--- config.mk ---
export PLATFORM = sky130hd
export DESIGN_NAME = sfifo_pair
export DESIGN_NICKNAME = d
export VERILOG_FILES = /design/src/rtl/sfifo_pkg.sv /design/src/rtl/sfifo_level.sv /design/src/rtl/sfifo_lane.sv /design/src/rtl/sfifo_busy_guard.sv /design/src/rtl/sfifo_pair.sv
export SDC_FILE = /design/constraint.sdc
export NUM_CORES = 1
export LEC_CHECK = 0
export ABC_AREA = 1
export CAP_MARGIN = 20
export CELL_PAD_IN_SITES_DETAIL_PLACEMENT = 2
export CELL_PAD_IN_SITES_GLOBAL_PLACEMENT = 2
export CORE_MARGIN = 2
export CORE_UTILIZATION = 37
export DETAILED_ROUTE_END_ITERATION = 8
export PLACE_DENSITY_LB_ADDON = 0.1
export SLEW_MARGIN = 0
export SYNTH_ARGS = -nofsm -noshare
export SYNTH_HDL_FRONTEND = slang
export SYNTH_HIERARCHICAL = 1
export SYNTH_SLANG_ARGS = --single-unit
--- constraint.sdc ---
create_clock -name clk -period 2.8 [get_ports clk]
set_input_delay 0.56 -clock clk [delete_from_list [all_inputs] [get_ports clk]]
set_output_delay 0.56 -clock clk [all_outputs]
set_load 0.02 [all_outputs]
--- src/rtl/sfifo_pkg.sv ---
package sfifo_pkg;
    localparam int WORD_W  = 9;
    localparam int DEPTH   = 8;
    localparam int FILL_W  = $clog2(DEPTH);
    localparam int ACK_BIT = 0;

    typedef logic [WORD_W-1:0] word_t;

    function automatic word_t mk_word(input logic [7:0] byte_v, input logic ack_v);
        return {byte_v, ack_v};
    endfunction
endpackage

--- src/rtl/sfifo_level.sv ---
module sfifo_level #(
    parameter int DEPTH  = 8,
    parameter int CNT_W  = 4,
    parameter int FILL_W = 3
) (
    input  logic [CNT_W-1:0]  cnt,
    input  logic [CNT_W-1:0]  cap,
    output logic [FILL_W-1:0] fill,
    output logic              full,
    output logic              half
);
    localparam int HALF_MARK = DEPTH / 2;

    always_comb begin
        fill = cnt[FILL_W-1:0];
        full = (cnt >= cap);
        half = (cnt >= CNT_W'(HALF_MARK));
    end
endmodule

--- src/rtl/sfifo_lane.sv ---
module sfifo_lane #(
    parameter int W      = 9,
    parameter int DEPTH  = 8,
    parameter int FILL_W = 3
) (
    input  logic              clk,
    input  logic              rst_n,
    input  logic              clr,
    input  logic              en,
    input  logic              push,
    input  logic [W-1:0]      wdata,
    input  logic              pop,
    output logic [W-1:0]      rdata,
    output logic [FILL_W-1:0] fill,
    output logic              full,
    output logic              half
);
    localparam int PTR_W = $clog2(DEPTH);
    localparam int CNT_W = $clog2(DEPTH + 1);

    typedef struct packed {
        logic [DEPTH-1:0][W-1:0] mem;
        logic [PTR_W-1:0]        wr;
        logic [PTR_W-1:0]        rd;
        logic [CNT_W-1:0]        cnt;
        logic [W-1:0]            rdata;
    } lane_st_t;

    lane_st_t         st_d, st_q;
    logic [CNT_W-1:0] cap;
    logic             push_ok, pop_ok;

    function automatic logic [PTR_W-1:0] ptr_nxt(input logic [PTR_W-1:0] p);
        return (p == PTR_W'(DEPTH - 1)) ? '0 : p + 1'b1;
    endfunction

    assign cap = en ? CNT_W'(DEPTH) : CNT_W'(1);

    sfifo_level #(
        .DEPTH  (DEPTH),
        .CNT_W  (CNT_W),
        .FILL_W (FILL_W)
    ) u_level (
        .cnt  (st_q.cnt),
        .cap  (cap),
        .fill (fill),
        .full (full),
        .half (half)
    );

    always_comb begin
        st_d    = st_q;
        push_ok = push && !full;
        pop_ok  = pop && (st_q.cnt != '0);
        if (clr) begin
            st_d.wr    = '0;
            st_d.rd    = '0;
            st_d.cnt   = '0;
            st_d.rdata = '0;
        end else begin
            if (push_ok) begin
                st_d.mem[st_q.wr] = wdata;
                st_d.wr           = ptr_nxt(st_q.wr);
            end
            if (pop_ok) begin
                st_d.rdata = st_q.mem[st_q.rd];
                st_d.rd    = ptr_nxt(st_q.rd);
            end
            case ({push_ok, pop_ok})
                2'b10:   st_d.cnt = st_q.cnt + 1'b1;
                2'b01:   st_d.cnt = st_q.cnt - 1'b1;
                default: st_d.cnt = st_q.cnt;
            endcase
        end
    end

    always_ff @(posedge clk or negedge rst_n) begin
        if (!rst_n) st_q <= '0;
        else        st_q <= st_d;
    end

    assign rdata = st_q.rdata;


    depth_bound_chk: assert property (@(posedge clk) disable iff (!rst_n)
        st_q.cnt <= CNT_W'(DEPTH));


    fill_wrap_chk: assert property (@(posedge clk) disable iff (!rst_n)
        (!clr && en && push && !pop && st_q.cnt == CNT_W'(DEPTH - 1))
        |=> (full && fill == '0));


    drop_full_chk: assert property (@(posedge clk) disable iff (!rst_n)
        (!clr && push && !pop && full) |=> ($stable(st_q.cnt) && $stable(st_q.wr)));


    empty_pop_chk: assert property (@(posedge clk) disable iff (!rst_n)
        (!clr && pop && !push && st_q.cnt == '0) |=> ($stable(rdata) && $stable(st_q.rd)));


    clear_chk: assert property (@(posedge clk) disable iff (!rst_n)
        clr |=> (fill == '0 && !full && !half && rdata == '0));
endmodule

--- src/rtl/sfifo_busy_guard.sv ---
module sfifo_busy_guard #(
    parameter int FILL_W = 3
) (
    input  logic              clk,
    input  logic              rst_n,
    input  logic              clr,
    input  logic [FILL_W-1:0] rx_fill,
    input  logic              rx_full,
    output logic              busy_err
);
    typedef struct packed {
        logic busy;
    } guard_st_t;

    guard_st_t st_d, st_q;
    logic      occupied;

    always_comb begin
        occupied = (rx_fill != '0) || rx_full;
        st_d     = st_q;
        if (clr) st_d.busy = occupied;
    end

    always_ff @(posedge clk or negedge rst_n) begin
        if (!rst_n) st_q <= '0;
        else        st_q <= st_d;
    end

    assign busy_err = st_q.busy;


    busy_set_chk: assert property (@(posedge clk) disable iff (!rst_n)
        (clr && occupied) |=> busy_err);


    busy_clear_chk: assert property (@(posedge clk) disable iff (!rst_n)
        (clr && !occupied) |=> !busy_err);


    busy_hold_chk: assert property (@(posedge clk) disable iff (!rst_n)
        !clr |=> $stable(busy_err));
endmodule

--- src/rtl/sfifo_pair.sv ---
module sfifo_pair
    import sfifo_pkg::*;
#(
    parameter int W     = WORD_W,
    parameter int DEPTH = sfifo_pkg::DEPTH,
    parameter int FW    = $clog2(DEPTH)
) (
    input  logic          clk,
    input  logic          rst_n,
    input  logic          soft_rst,
    input  logic          tx_fifo_en,
    input  logic          rx_fifo_en,
    input  logic          host_wr,
    input  logic [W-1:0]  host_wdata,
    input  logic          host_rd,
    output logic [W-1:0]  host_rdata,
    input  logic          eng_tx_pop,
    output logic [W-1:0]  eng_tx_data,
    input  logic          eng_rx_push,
    input  logic [W-1:0]  eng_rx_data,
    output logic [FW-1:0] tx_fill,
    output logic          tx_full,
    output logic          tx_half,
    output logic [FW-1:0] rx_fill,
    output logic          rx_full,
    output logic          rx_half,
    output logic          busy_err
);
    sfifo_lane #(.W(W), .DEPTH(DEPTH), .FILL_W(FW)) u_tx_lane (
        .clk   (clk),
        .rst_n (rst_n),
        .clr   (soft_rst),
        .en    (tx_fifo_en),
        .push  (host_wr),
        .wdata (host_wdata),
        .pop   (eng_tx_pop),
        .rdata (eng_tx_data),
        .fill  (tx_fill),
        .full  (tx_full),
        .half  (tx_half)
    );

    sfifo_lane #(.W(W), .DEPTH(DEPTH), .FILL_W(FW)) u_rx_lane (
        .clk   (clk),
        .rst_n (rst_n),
        .clr   (soft_rst),
        .en    (rx_fifo_en),
        .push  (eng_rx_push),
        .wdata (eng_rx_data),
        .pop   (host_rd),
        .rdata (host_rdata),
        .fill  (rx_fill),
        .full  (rx_full),
        .half  (rx_half)
    );

    sfifo_busy_guard #(.FILL_W(FW)) u_guard (
        .clk      (clk),
        .rst_n    (rst_n),
        .clr      (soft_rst),
        .rx_fill  (rx_fill),
        .rx_full  (rx_full),
        .busy_err (busy_err)
    );


    both_clear_chk: assert property (@(posedge clk) disable iff (!rst_n)
        soft_rst |=> (tx_fill == '0 && rx_fill == '0 && !tx_full && !rx_full));
endmodule

======== After elaboration in Yosys (flattened, before gate mapping) ========
Cells that the tools add are included.
operators by class
  $add $sub $neg .......................... 8
  multiply operators ...................... 0
  divide/modulo/power cells ............... 0
  magnitude comparators ................... 10
  eq/ne operators ......................... 8
  shift operators ......................... 0
  muxes and demuxes ....................... 26
  bitwise gates (word level) .............. 1
  reductions and logical operators ........ 20
operators by type and width
  operator                                                           count
  bitwise mux 72 bit                                                 2
  binary-select mux 9 bit (select 3 bit)                             2
  demux 9 bit (select 3 bit)                                         2
  2-to-1 mux 9 bit                                                   6
  2-to-1 mux 19 bit                                                  2
  2-to-1 mux 3 bit                                                   8
  < comparator 3 x 4 -> 1 bit, second input constant                 4
  one-hot mux 4 bit (2 select lines)                                 2
  adder 3 x 1 -> 3 bit, second input constant                        4
  equality test 3 bit, second input constant                         4
  nonzero test 3 bit                                                 3
  adder 4 x 1 -> 4 bit, second input constant                        2
  greater-or-equal comparator 4 x 3 -> 1 bit, second input constant  2
  greater-or-equal comparator 4 bit                                  2
  2-to-1 mux 4 bit                                                   2
  nonzero test 2 bit                                                 4
  nonzero test 4 bit                                                 2
  subtractor 4 x 1 -> 4 bit, second input constant                   2
  greater-or-equal comparator 3 x 1 -> 1 bit, second input constant  2
  logical AND 1 bit                                                  6
  equality test 2 x 1 -> 1 bit, second input constant                2
  equality test 2 bit, second input constant                         2
  AND reduction 2 bit                                                2
  logical NOT 1 bit                                                  2
  other kinds (2)                                                    2
word-level totals
  register bits ........................... 183
  bits in latches ......................... 0
  memory bits (writable) .................. 0
  bits in read-only memories .............. 0
  bits of input ports ..................... 27
  output and inout bits ................... 29
  memories kept ........................... 0

======== Logic depth before layout (Yosys ltp) ========
Gate-level depths: netlist of the first run.
  depth after elaboration ................. 7
  gate-level depth with buffers ........... 20
  gate-level depth less buffers ........... 20

======== Cells and area by module ========
The synthesis of the first run kept the hierarchy.
modules (own cells, without submodules)
  module                   times used  cells an instance  area an instance (um2)  seq. area each (um2)
  sfifo_lane at u_tx_lane  1           510                4473.0                  2277.2
  sfifo_lane at u_rx_lane  1           511                4445.5                  2277.2
  sfifo_level              2           22                 138.9                   0.0
  sfifo_busy_guard         1           8                  51.3                    25.0

======== Worst setup path after synthesis of the first run ========
Ideal clock, no wire load.
  path kind ............................... input to register
  start point ............................. input port rx_fifo_en
  end point ............................... register u_rx_lane/st_q[12] (netlist bit)
  library setup time ...................... 0.116 ns
  data arrival time ....................... 2.399 ns
  path slack .............................. 0.285 ns
  cell stages on the path ................. 17
  cell sequence ........................... inv_1 -> ha_1 -> a21oi_1 -> nand3_1 -> inv_2 -> nand2_2 -> nand3_1 -> inv_1 -> ha_1 -> nand3_1 -> nand3_1 -> nand2_1 -> nand2_1 -> nand2_1 -> nand2_1 -> nand2_1 -> nand2_1
on the way
  longest elaborated chain between the ends .. 7
  elaborated cells between the ends (all ways) .. 9
  classes of those cells .................. order compare (1); eq/ne (2); mux (3); reduce/logical (3)
RTL lines
  what                                                                        line               RTL
  start: declaration                                                          sfifo_pair.sv:12   input logic rx_fifo_en,
  2-to-1 mux 4 bit (*)                                                        sfifo_lane.sv:37   assign cap = en ? CNT_W'(DEPTH) : CNT_W'(1);
  greater-or-equal comparator 4 bit (*)                                       sfifo_level.sv:16  full = (cnt >= cap);
  via rx_full                                                                 sfifo_pair.sv:25   output logic rx_full,
  logical NOT 1 bit (*)                                                       sfifo_lane.sv:53   push_ok = push && !full;
  logical AND 1 bit (*)                                                       sfifo_lane.sv:53
  equality test 2 x 1 -> 1 bit / equality test 2 bit (equally long branches)  sfifo_lane.sv:69   case ({push_ok, pop_ok})
  one-hot mux 4 bit (2 select lines)                                          sfifo_lane.sv:69
  2-to-1 mux 19 bit                                                           sfifo_lane.sv:55   if (clr) begin
  end signal: assignment                                                      sfifo_lane.sv:79   else st_q <= st_d;
  end: declaration                                                            sfifo_lane.sv:29   lane_st_t st_d, st_q;
The timed path passes the listed nets; every way through them passes the cells marked *.
A chain may end at the register's enable or synchronous reset.

======== Final worst setup path of the first run ========
  start point ............................. input port rx_fifo_en
  end point ............................... output port rx_full
on the way
  longest elaborated chain between the ends .. 2
RTL lines
  what                               line
  2-to-1 mux 4 bit                   sfifo_lane.sv:37
  greater-or-equal comparator 4 bit  sfifo_level.sv:16
  end: declaration                   sfifo_pair.sv:25
No other way between the ends.

==> results of run 1 <==
registers in the layout, indices dropped and copies added, names as in the netlist:
register and flops:
u_guard/busy_err 1, u_rx_lane/rdata 9, u_rx_lane/st_q 82, u_tx_lane/rdata 9, u_tx_lane/st_q 82
logic make-up after synthesis:
group / synth area share, %
DFF: 49.5
buffers and inverters: 9.97
AOI/OAI and AO/OA: 14.7
other: 0.0812
and+or+nand+nor: 22.4
xor gates and xnor gates: 0.189
adders and majority gates: 3.14
layer usage:
metal / vias to the layer above / part of all wire [%]
li1: 3570 / -
met1: 3815 / 45
met2: 71 / 52
met3: 25 / 1.5
met4: 0 / 1.9
met5: - / 0
worst paths after layout:
kind / cells after the start / startpoint / endpoint / slack, ps
setup / recovery: 6 / rx_fifo_en / rx_full / 160
hold / removal: 1 / rst_n / u_tx_lane/st_q[12] / 80
setup reg to reg: 16 / u_rx_lane/st_q[12] / u_rx_lane/st_q[12] / 400
hold reg to reg: 2 / u_rx_lane/st_q[35] / u_rx_lane/st_q[35] / 490
max in group asynchronous: 2 / rst_n / u_rx_lane/st_q[47] / 1950
min in group clk: 2 / u_rx_lane/st_q[35] / u_rx_lane/st_q[35] / 490
final cells by class:
type | instances | area [µm²] | area share (%)
Timing Repair Buffer | 94 | 982 | 9.18
Sequential cell | 183 | 4580 | 42.8
Clock buffer | 19 | 433 | 4.04
Multi-Input combinational cell | 717 | 3760 | 35.1
Tap cell | 324 | 405 | 3.79
Inverter | 100 | 375 | 3.51
Clock inverter | 13 | 169 | 1.58
power groups by stage:
stage	Sequential, mW	Combinational [mW]	Clock [mW]
floorplan	3.72	2.42	0
global placement	3.84	3.36	0
finish	3.83	3.48	2.52
global route	3.94	3.95	2.68
detailed placement	3.88	3.52	0
CTS	3.84	3.55	2.60
layout by cell type, fill, tap and decap left out, types with 17 or more instances in the layout:
master / count
nor2_1: 83
clkdlybuf4s50_1: 52
o211ai_1: 18
clkbuf_16: 17
o21ai_1: 99
a21oi_1: 20
dfrtp_1: 182
o21ai_0: 100
buf_4: 28
inv_1: 87
nand2_1: 233
nand3_1: 87
ha_1: 20
per-stage QoR:
step / setup slack (ps) / area (µm²) / utilization [%]
finish: 157 / 10700 / 43.8
global route: 16.0 / 10700 / 43.8
CTS: 107 / 10700 / 43.7
detailed placement: -281 / 10100 / 41.3
global placement: -91.1 / 10100 / 41.3
floorplan: 285 / 9260 / -
what timing repair did:
item                                    CTS  global route
endpoints found under the hold margin     0             0
endpoints found under the setup margin    2             2
resized for setup                         2             1
critical path, stage by stage:
cell             delay, ps
clkdlybuf4s50_1        480
inv_1                   50
ha_1                   320
a21oi_1                190
nand3_2                130
dlygate4sd2_1          350
==> out/metrics.yaml, run 1 <==
end_kind: "primary output"
cts_setup_buffers: 0
min_period_ps: 2640
syn_area_um2: 9250
routed_wirelength_um: 28000
root_buffer: "clkbuf_16"
avgViaCountPerCell: 5.16
grt_overflow_total: 0
dr_total_vias: 7481
fin_skew_ps: 14.9
antenna_found_initial: 0
yosysTopAreaCellShare_pct: 49.5
worstPathRequired_ps: 2240
dieArea_um2: 26300
syn_avg_cell_area_um2: 8.62
use_met3_pct: 2.81
row_count: 57
grt_pass1_vias: 8381
crit_fanout: 3
ant_nets: 0
ctsHoldBuffers: 0
critPathArrivalTime_ps: 2080
seq_area_frac_synth_pct: 49.5
io_pins: 56
synthTopCellsByCount: "233 x nand2_1, 183 x dfrtp_1, 100 x o21ai_0, 99 x o21ai_1, 88 x nand3_1"
die_w_um: 162
fin_crit_sh_pct: 94.4
start_kind: "input port"
grt_busiest_layer: "met2"
grt_use_met1_pct: 28.2
dp_cells: 1418
avgRoutedWirePerCell_um: 19.3
clk_latency_ps: 440
port_buffers: 55
grt_setup_unrepaired: "no"
antenna-diode-count: 0
status: "complete, no violations"
cap_violations: 0
fin_nets: 1162
p_comb_share_pct: 35.4
worstMarginPinSlew_ps: 704
synthFlopType: "dfrtp_1"
synthArstFlopShare_pct: 100
synthCells: 1073
setup_viol: 0
whs_ps: 82.5
hpwl_um: 19300
fill_cells: 2706
die_y_um: 162
synth-edff-count: 0
synth.area.top_cells: "dfrtp_1 50%, nand2_1 9.5%, o21ai_0 5.4%, o21ai_1 5.4%, nand3_1 4.8%"
drc: 0
drive_above_1_share_pct: 10.6
cts-buffers-inserted: 17
ys_ff_latch: 183
htreeDepth: 4
setup_tns_ps: 0
yosysMostFrequentCell: "nand2_1"
cts_tree: "done"
vdd_ir_drop_max_mv: 0.404
cts_num_sinks: 183
path_clk_slew_ps: 70
drt_first_pass_iters: 4
ys_warn_count: 6
coreArea_um2: 24500
p_sw_share_pct: 38.1
power.leakage_nw: 4.96
clkPwrFrac_pct: 25.6
slew_viol_final: 0
power_frac_seq_pct: 39.0
grt_max_degree: 65
yosysUniqueCellTypes: 28
hold_class: "input port to asynchronous set/reset pin"
fmax_ghz: 0.378
drt_iter0_drc: 417
path_class: "input port to primary output"
slew_headroom_pct: 53.0
p_total_mw: 9.84
clock_path_buffers: 2
final-hold-violation-count: 0
p_per_area_nw_per_um2: 919
areaGrowthSynthToFinish_pct: 15.7
start_util_pct: 37.8
grt_pass1_wl_um: 46400
intPower_mw: 6.09
grtUsageTotal_pct: 22.6
final_cell_count_no_fill: 1450
power_switching_mw: 3.75
yosysTopAreaCell: "dfrtp_1"
use_met2_pct: 41.0
gp_congestion: 0.769
(Power assumes the default switching activity.)
==> run 2: changes to the inputs <==
CORE_UTILIZATION = 38   (was 37)
CTS_BUF_LIST = sky130_fd_sc_hd__clkbuf_2   (was default)
==> run 2 against run 1 <==
  * First-iteration DRC count down 26%
  * Combinational power down 1%
  * Clock skew rose by 38 ps
==> out/metrics.yaml, run 2 (synthesis results as in run 1) <==
areaGrowthSynthToFinish_pct: 12.9  # was 15.7%
drt_first_pass_iters: 6  # was 4
coreArea_um2: 24100  # was 24500 µm²
grt_pass1_wl_um: 45200  # was 46400 µm
cts_tree: "done"  # unchanged
gp_congestion: 0.753  # was 0.769
crit_fanout: 5  # was 3
p_total_mw: 8.73  # was 9.84 mW
worstPathRequired_ps: 2240  # about the same
avgRoutedWirePerCell_um: 18.5  # was 19.3 µm
reg2reg_depth: 18  # was 16
pre_cts_slack_ps: -265  # was -281 ps
dp_cells: 1415  # was 1418
fill_cells: 2758  # was 2706
ant_nets: 0  # unchanged
root_buffer: "clkbuf_2"  # was clkbuf_16
final-hold-violation-count: 0  # unchanged
drt_iter0_drc: 310  # was 417
path_clk_slew_ps: 270  # was 70 ps
hpwl_um: 19000  # was 19300 µm
slew_headroom_pct: 51.3  # was 53.0%
port_buffers: 55  # unchanged
slew_viol_final: 0  # unchanged
fin_nets: 1168  # was 1162
final_common_cell: "nand2_1"  # unchanged
fin_util_pct: 43.3  # was 43.8%
reg_top3: "u_rx_lane/st_q x82, u_tx_lane/st_q x82"  # unchanged
path_cells: "buf_4, or2_1, clkdlybuf4s50_1"  # was clkdlybuf4s50_1, inv_1, ha_1, a21oi_1, nand3_2, dlygate4sd2_1
multi_input_area_um2: 3750  # was 3760 µm²
whs_ps: 223  # was 82.5 ps
vdd_ir_drop_max_mv: 0.305  # was 0.404 mV
p_per_area_nw_per_um2: 836  # was 919 nW/µm²
min_period_ps: 2650  # was 2640 ps
max_stage_delay_ps: 540  # was 480 ps
row_count: 57  # unchanged
grt_max_degree: 70  # was 65
fin_crit_sh_pct: 94.5  # was 94.4%
fin_skew_ps: 52.5  # was 14.9 ps
cts-buffers-inserted: 17  # unchanged
grt_overflow_total: 0  # unchanged
cts_num_sinks: 183  # unchanged
drc: 0  # unchanged
start_util_pct: 38.4  # was 37.8%
antenna_found_initial: 1  # was 0
end_kind: "primary output"  # unchanged
die_y_um: 160  # was 162 µm
start_kind: "flop"  # was input port
grt_setup_unrepaired: "no"  # unchanged
critPathArrivalTime_ps: 2090  # was 2080 ps
setup_viol: 0  # unchanged
clk_latency_ps: 770  # was 440 ps
regArea_um2: 4590  # was 4580 µm²
avgViaCountPerCell: 5.15  # was 5.16
placed_area_um2: 10100  # about the same
path_class: "flop to primary output"  # was input port to primary output
io_pins: 56  # unchanged
worstMarginPinSlew_ps: 729  # was 704 ps
cap_violations: 0  # unchanged
die_w_um: 160  # was 162 µm
grtUsageTotal_pct: 22.3  # was 22.6%
htreeDepth: 4  # unchanged
dr_total_vias: 7510  # was 7481
layout.cells.most_common_list: "233 x nand2_1, 176 x dfrtp_1, 100 x o21ai_0, 99 x o21ai_1, 88 x nand3_1"  # was 233 x nand2_1, 182 x dfrtp_1, 100 x o21ai_0, 99 x o21ai_1
final_cell_count_no_fill: 1457  # was 1450
finalInstanceArea_um2: 10400  # was 10700 µm²
hold_class: "input port to asynchronous set/reset pin"  # unchanged
setup_tns_ps: 0  # unchanged
dieArea_um2: 25600  # was 26300 µm²
cp_slowest_cell: "clkdlybuf4s50_1"  # unchanged
routed_wirelength_um: 26900  # was 28000 µm
fmax_ghz: 0.378  # about the same
fin_ws_ps: 154  # was 157 ps
power.leakage_nw: 4.87  # was 4.96 nW
status: "complete, no violations"  # unchanged
drive_above_1_share_pct: 11.7  # was 10.6%
grt_pass1_vias: 8195  # was 8381
clock_path_buffers: 2  # unchanged
-- run 2: cell count changes in the layout (fill, tap and decap cells not counted), sizes merged --
| cell | previous run | this run |
|---|---|---|
| diode | 0 | 1 |
| clkdlybuf4s50 | 52 | 51 |
| clkinvlp | 4 | 3 |
| bufinv | 3 | 2 |
| dlygate4sd3 | 0 | 1 |
| dlygate4sd2 | 2 | 0 |
| buf | 39 | 45 |
| inv | 97 | 102 |
| dlymetal6s2s | 0 | 1 |
| clkinv | 9 | 7 |
-- run 2: what timing repair did --
action	4_1_cts	5_1_grt
endpoints found under the hold margin	117	0
endpoints found under the setup margin	2	3
hold buffers	1	0
buffers inserted	6	2
resized for setup	11	3
gates cloned	0	0
-- run 2: worst max-delay path, delay by kind of cell, from the launching register on --
| family | cells | cell delay (ps) |
|---|---|---|
| flip-flops | 1 | 460 |
| AND/OR/NAND/NOR | 1 | 200 |
| buffers and inverters | 2 | 690 |
-- run 2: report_power, final --
| group | total (mW) | internal, mW | switching, mW | leakage [nW] |
|---|---|---|---|---|
| Clock | 1.45 | 0.442 | 1.01 | 0.147 |
| Sequential | 3.84 | 3.35 | 0.490 | 2.29 |
| Combinational | 3.44 | 1.33 | 2.11 | 2.43 |
| Total | 8.73 | 5.12 | 3.61 | 4.87 |
-- run 2: final timing paths --
| path | start | endpoint | slack (ps) |
|---|---|---|---|
| max | u_rx_lane/st_q[12] | rx_half | 150 |
| min | rst_n | u_tx_lane/st_q[12] | 220 |
| max reg2reg | u_rx_lane/st_q[12] | u_rx_lane/st_q[12] | 440 |
| min reg2reg | u_tx_lane/st_q[89] | u_tx_lane/st_q[89] | 520 |
| max in group asynchronous | rst_n | u_rx_lane/st_q[66] | 1840 |
| min in group clk | eng_rx_data[3] | u_rx_lane/st_q[49] | 360 |
-- run 2: final cells by class --
class	count	area share [%]
multi-input combinational	717	36.0
tap	324	3.88
antenna	1	0.0240
timing repair buffer	100	10.2
inverter	100	3.60
clock inverter	14	1.56
clock buffer	18	0.863
sequential	183	43.9
-- run 2: layer usage --
metal  share of wire (%)  wire length, µm  global-route usage, %
met5                   0                0                      0
met4                0.98              263                   5.45
met3                 1.9              516                   2.55
met2                  53            14200                   40.1
met1                  44            11900                   28.6
